<file path="src/rtl/llsc_pkg.sv">
package llsc_pkg;
  // Strobes from control to the reservation table for the current cycle
  typedef struct packed {
    logic killEn;   // remove every entry that hits the store granule
    logic allocEn;  // write the load-linked granule into the loader's slot
  } tblStrobe_t;
endpackage

</file>
<file path="src/rtl/llsc_table.sv">
module llsc_table
  import llsc_pkg::*;
#(
  parameter int NUM_CTX  = 4,
  parameter int ADDR_W   = 32,
  parameter int GRAN_LSB = 4,
  localparam int CTX_W   = (NUM_CTX > 1) ? $clog2(NUM_CTX) : 1,
  localparam int GRAN_W  = ADDR_W - GRAN_LSB
) (
  input  logic              clk,
  input  logic              rstN,
  input  tblStrobe_t        strobe,
  input  logic [CTX_W-1:0]  ldCtx,
  input  logic [ADDR_W-1:0] ldAddr,
  input  logic [ADDR_W-1:0] stAddr,
  input  logic [CTX_W-1:0]  stCtx,
  input  logic              stHasCtx,
  output logic [NUM_CTX-1:0] hitVec,
  output logic              ownHit
);
  logic [GRAN_W-1:0] ldGran, stGran;
  logic [NUM_CTX-1:0] validQ;
  logic [GRAN_W-1:0] granQ [NUM_CTX];

  assign ldGran = ldAddr[ADDR_W-1:GRAN_LSB];
  assign stGran = stAddr[ADDR_W-1:GRAN_LSB];

  for (genvar g = 0; g < NUM_CTX; g++) begin : gSlot
    assign hitVec[g] = validQ[g] && (granQ[g] == stGran);

    always_ff @(posedge clk or negedge rstN) begin
      if (!rstN) begin
        validQ[g] <= 1'b0;
        granQ[g]  <= '0;
      end else if (strobe.allocEn && (ldCtx == CTX_W'(g))) begin
        // allocation wins over a same-cycle kill: store first, then load-linked
        validQ[g] <= 1'b1;
        granQ[g]  <= ldGran;
      end else if (strobe.killEn && hitVec[g]) begin
        validQ[g] <= 1'b0;
      end
    end
  end

  always_comb begin
    ownHit = 1'b0;
    for (int i = 0; i < NUM_CTX; i++) begin
      if (stHasCtx && (stCtx == CTX_W'(i)) && hitVec[i]) ownHit = 1'b1;
    end
  end

  AST_QUIET_TABLE_STABLE: assert property (@(posedge clk) disable iff (!rstN)
    (!strobe.killEn && !strobe.allocEn) |=> $stable(validQ));
  AST_ALLOC_TAKES: assert property (@(posedge clk) disable iff (!rstN)
    strobe.allocEn |=> (validQ[$past(ldCtx)] && granQ[$past(ldCtx)] == $past(ldGran)));
  AST_KILL_CLEARS_GRANULE: assert property (@(posedge clk) disable iff (!rstN)
    (strobe.killEn && !strobe.allocEn) |=> ((validQ & $past(hitVec)) == '0));
endmodule

</file>
<file path="src/rtl/llsc_ctrl.sv">
module llsc_ctrl
  import llsc_pkg::*;
#(
  parameter int NUM_CTX = 4,
  localparam int CTX_W  = (NUM_CTX > 1) ? $clog2(NUM_CTX) : 1
) (
  input  logic               clk,
  input  logic               rstN,
  input  logic               ldValid,
  input  logic               ldLinked,
  input  logic [CTX_W-1:0]   ldCtx,
  input  logic               stValid,
  input  logic               stCond,
  input  logic               stHasCtx,
  input  logic [CTX_W-1:0]   stCtx,
  input  logic [NUM_CTX-1:0] hitVec,
  input  logic               ownHit,
  output tblStrobe_t         strobe,
  output logic               stDone,
  output logic               stAllow,
  output logic               scOk,
  output logic [NUM_CTX-1:0] clrExcl
);
  logic allowNow;
  logic [NUM_CTX-1:0] selfMask, notifyNow;

  assign allowNow = stValid && (!stCond || ownHit);

  always_comb begin
    for (int i = 0; i < NUM_CTX; i++) begin
      selfMask[i] = stHasCtx && (stCtx == CTX_W'(i));
    end
    notifyNow = allowNow ? (hitVec & ~selfMask) : '0;
    strobe.killEn  = allowNow;
    strobe.allocEn = ldValid && ldLinked && (int'(ldCtx) < NUM_CTX);
  end

  always_ff @(posedge clk or negedge rstN) begin
    if (!rstN) begin
      stDone  <= 1'b0;
      stAllow <= 1'b0;
      scOk    <= 1'b0;
      clrExcl <= '0;
    end else begin
      stDone  <= stValid;
      stAllow <= allowNow;
      scOk    <= allowNow && stCond;
      clrExcl <= notifyNow;
    end
  end

  AST_PLAIN_STORE_ALLOWED: assert property (@(posedge clk) disable iff (!rstN)
    (stValid && !stCond) |=> (stDone && stAllow && !scOk));
  AST_SC_OK_NEEDS_ALLOW: assert property (@(posedge clk) disable iff (!rstN)
    scOk |-> (stAllow && stDone));
  AST_IDLE_QUIET: assert property (@(posedge clk) disable iff (!rstN)
    !stValid |=> (!stDone && !stAllow && clrExcl == '0));
  AST_CLR_NEEDS_ALLOW: assert property (@(posedge clk) disable iff (!rstN)
    (clrExcl != '0) |-> stAllow);
  AST_NO_SELF_CLR: assert property (@(posedge clk) disable iff (!rstN)
    (stValid && stHasCtx) |=> !clrExcl[$past(stCtx)]);
  AST_NO_CTX_SC_FAILS: assert property (@(posedge clk) disable iff (!rstN)
    (stValid && stCond && !stHasCtx) |=> !scOk);
endmodule

</file>
<file path="src/rtl/llsc_monitor.sv">
module llsc_monitor
  import llsc_pkg::*;
#(
  parameter int NUM_CTX  = 4,
  parameter int ADDR_W   = 32,
  parameter int GRAN_LSB = 4,
  localparam int CTX_W   = (NUM_CTX > 1) ? $clog2(NUM_CTX) : 1
) (
  input  logic               clk,
  input  logic               rstN,
  input  logic               ldValid,
  input  logic               ldLinked,
  input  logic [CTX_W-1:0]   ldCtx,
  input  logic [ADDR_W-1:0]  ldAddr,
  input  logic               stValid,
  input  logic               stCond,
  input  logic               stHasCtx,
  input  logic [CTX_W-1:0]   stCtx,
  input  logic [ADDR_W-1:0]  stAddr,
  output logic               stDone,
  output logic               stAllow,
  output logic               scOk,
  output logic [NUM_CTX-1:0] clrExcl
);
  tblStrobe_t strobe;
  logic [NUM_CTX-1:0] hitVec;
  logic ownHit;

  llsc_ctrl #(.NUM_CTX(NUM_CTX)) i_ctrl (
    .clk(clk), .rstN(rstN),
    .ldValid(ldValid), .ldLinked(ldLinked), .ldCtx(ldCtx),
    .stValid(stValid), .stCond(stCond), .stHasCtx(stHasCtx), .stCtx(stCtx),
    .hitVec(hitVec), .ownHit(ownHit), .strobe(strobe),
    .stDone(stDone), .stAllow(stAllow), .scOk(scOk), .clrExcl(clrExcl)
  );

  llsc_table #(.NUM_CTX(NUM_CTX), .ADDR_W(ADDR_W), .GRAN_LSB(GRAN_LSB)) i_table (
    .clk(clk), .rstN(rstN), .strobe(strobe),
    .ldCtx(ldCtx), .ldAddr(ldAddr), .stAddr(stAddr),
    .stCtx(stCtx), .stHasCtx(stHasCtx),
    .hitVec(hitVec), .ownHit(ownHit)
  );
endmodule

</file>
<file path="config.mk">
export PLATFORM = sky130hd
export DESIGN_NAME = llsc_monitor
export DESIGN_NICKNAME = d
export VERILOG_FILES = /design/src/rtl/llsc_pkg.sv /design/src/rtl/llsc_table.sv /design/src/rtl/llsc_ctrl.sv /design/src/rtl/llsc_monitor.sv
export SDC_FILE = /design/constraint.sdc
export NUM_CORES = 1
export LEC_CHECK = 0
export BUFFER_PORTS_ARGS = -buffer_cell sky130_fd_sc_hd__buf_2
export CAP_MARGIN = 20
export CORE_UTILIZATION = 45
export DETAILED_ROUTE_END_ITERATION = 7
export SLEW_MARGIN = 20
export SYNTH_ARGS = -nofsm -noshare
export SYNTH_HDL_FRONTEND = slang
export SYNTH_SLANG_ARGS = --single-unit
</file>
<file path="constraint.sdc">
create_clock -name clk -period 2.3 [get_ports clk]
set_input_delay 0.345 -clock clk [delete_from_list [all_inputs] [get_ports clk]]
set_output_delay 0.345 -clock clk [all_outputs]
set_load 0.02 [all_outputs]
</file>
==> summary.md <==
| Metric | Value |
|---|---|
| Post-synthesis simple-gate area fraction | `0.0834` |
| Fraction of the mapped netlist area in adder cells | `0` |
| Pwr Density | `978 nW/µm²` |
| Global routing's busiest layer | `met2` |
| Crit end category | `flop` |
| Synthesis Warnings | `0` |
| Final Hold Fails | `0` |
| Post-synth top flop | `dfrtp_1` |
| Rel. slew slack | `0.675` |
| Fin Hold WS | `134 ps` |
| Grt total ovfl | `0` |
| CTS Buffer Depth | `2` |
| Status | `finished, final reports clean` |
| WP data arrival | `2500 ps` |
| H-tree depth | `4` |
| Synth Register Bits | `123` |
| Final GP Congestion | `0.912` |
| CP Launch Type | `flop` |
| Fraction of registers with async set/reset | `1.00` |
| Synth top area share | `0.493` |
| Fin util | `0.555` |
| Worst clock skew | `5.64 ps` |
| Syn_nets | `568` |
| Initial Util | `0.466` |
| GRT Total Usage | `0.241` |
| Die Y-Extent | `120 µm` |
| Final slew viol count | `0` |
| Most common cell in the netlist | `dfrtp_1` |
| Core area | `13400 µm²` |
| Fin crit period | `2190 ps` |
| Tightest Pin Transition | `487 ps` |
| Crit Path Class | `reg -> reg` |
| Post-synth top area cell | `dfrtp_1` |
| Layout area overhead | `19.1%` |
| Largest net degree at the start of global routing | `55` |
| Crit-path max FO | `4` |
| Worst min path class | `in -> reg` |
| Vias in the first global route | `4235` |
| Max VDD drop | `0.425 mV` |
| Num rows | `42` |
| Post-synthesis sequential area ratio | `0.493` |
| Post-synth EDFFs | `0` |
| Period utilization | `0.951` |
| Root Buffer | `clkbuf_16` |
| Vias per inst | `5.36` |
| Netlist cell types | `35` |
| Hpwl dp | `11700 µm` |
| Setup tns final | `0 ps` |
| Synth area leaders | `dfrtp_1 49%, mux2_2 20%, xnor2_1 14%` |
| ANT cells | `0` |
| First-pass GRT wire length | `24900 µm` |
| Clk slew on worst S/H paths | `50 ps` |
| Met2 Resource Use GR | `0.376` |
| Commonest cells post-synth | `123 x dfrtp_1, 112 x mux2_2, 102 x xnor2_1` |
| First-pass detailed-route iteration total | `4` |
| Mapped cell area | `6240 µm²` |
| Xor/xnor share of the synthesized area | `0.163` |
| Die extent in x | `120 µm` |
| Gate Count Post-Synth | `493` |
| Fillers | `1141` |
| Initial antenna violation count | `0` |
| Largest family of logic cells by synthesized area | `multiplexers` |
| Required @ worst endpoint | `2610 ps` |
| Final net count | `644` |
| Layout cells sized above 1 | `0.419` |
| Unrepaired setup endpoints after global routing | `false` |
| Worst-skew pair later-pin latency | `420 ps` |
| Max_cap viols | `0` |
| Multiplexer area fraction after synthesis | `0.202` |
| DR DRC count | `0` |
| Antenna-violating nets left | `0` |
| Total CTS buffers | `17` |
| CTS tree | `yes` |
| Vias post-DR | `4066` |
| Met3 global-route usage | `0.0632` |
| Per-cell routed wire length | `21.0 µm` |
| Post-synthesis compound-gate area fraction | `0.0234` |
| Fmax | `0.457 GHz` |
| Setup-failing EPs final | `0` |
| Mean post-synth cell area | `12.7 µm²` |
| CTS sink count | `123` |
| Routed WL | `15900 µm` |
| Static leakage | `0.00311 µW` |
| IO Port Bufs | `73` |
| Met1 Track Usage GR | `0.323` |
| Io pins | `82` |
| Die Area | `14300 µm²` |
| Initial DRC Count | `184` |
-- worst max-delay path, stage by stage, from the launching register on --
cell	delay, ps
dfrtp_1	390
xnor2_1	280
buf_4	180
nand4_1	240
nor4_2	340
a41oi_1	200
o21ai_2	140
o211ai_1	110
a21bo_1	200
-- per-stage QoR --
stage	cell area, µm²	power (µW)	std cells	setup WS (ps)
4_1_cts	7420	7330	758	13.9
3_5_place_dp	6800	4510	725	-48.9
3_3_place_gp	6800	4460	725	-30.4
2_1_floorplan	6240	3930	493	486
6_report	7440	7270	758	113
5_1_grt	7440	7590	758	20.6
-- cells in the final DEF, fill, tap and decap left out, types with 4 or more instances in the layout --
| cell type | instances |
|---|---|
| bufinv_16 | 4 |
| nand3_1 | 9 |
| clkbuf_1 | 5 |
| dfrtp_1 | 123 |
| buf_4 | 18 |
| xnor2_2 | 6 |
| nor4_1 | 9 |
| mux2_2 | 112 |
| inv_1 | 4 |
| buf_2 | 72 |
| xor2_1 | 5 |
| nor2_1 | 7 |
| clkbuf_16 | 17 |
| clkinv_2 | 4 |
| nand2_1 | 12 |
| xnor2_1 | 101 |
| nand4_1 | 36 |
-- cell type report --
cell class	instances	area (µm²)	area share
Sequential cell	123	3080	0.414
Multi-Input combinational cell	330	2970	0.399
Timing Repair Buffer	93	546	0.0734
Clock buffer	24	472	0.0634
Tap cell	176	220	0.0296
Clock inverter	8	140	0.0188
Inverter	4	15.0	0.00202
-- layer usage --
layer,part of all wire,routed length [µm]
met1,0.46,7280
met5,0,0
met4,0.021,328
met2,0.47,7530
met3,0.047,739
-- registers in the layout (all words and copies together) (netlist names) --
name	cells
i_ctrl.clrExcl	4
i_ctrl.scOk	1
i_ctrl.stAllow	1
i_ctrl.stDone	1
i_table.granQ	112
i_table.validQ	4
-- cells by family (layout without fill, tap and decap cells) --
logic type	after synthesis	in the layout
compound gates	18	18
flops	123	123
buf+inv	40	129
mux	112	112
simple gates	88	88
xor+xnor	112	112
-- final timing paths --
path | end | cells after the start | startpoint | slack, ps
min reg2reg | i_table.validQ[0] | 1 | i_table.validQ[0] | 490
max | i_table.validQ[3] | 8 | i_table.granQ[103] | 110
min in group asynchronous | i_table.granQ[72] | 2 | rstN | 340
max reg2reg | i_table.validQ[3] | 8 | i_table.granQ[103] | 110
min | i_ctrl.stDone | 1 | stValid | 130
max in group asynchronous | i_table.granQ[61] | 3 | rstN | 1250
-- what timing repair did --
| action | 4_1_cts | 5_1_grt |
|---|---|---|
| hold buffers | 1 | 0 |
| setup buffers | 0 | 0 |
| resized for setup | 0 | 2 |
| endpoints found under the setup margin | 0 | 6 |
| endpoints found under the hold margin | 17 | 0 |
-- report_power, final --
group          total [µW]  leakage, µW  switching (µW)  internal [µW]
clock                2780     0.000302             922           1860
sequential           2910      0.00147             300           2610
combinational        1580      0.00134             757            819
total                7270      0.00311            1980           5290
Note: power is estimated with default switching activity, not from simulation.
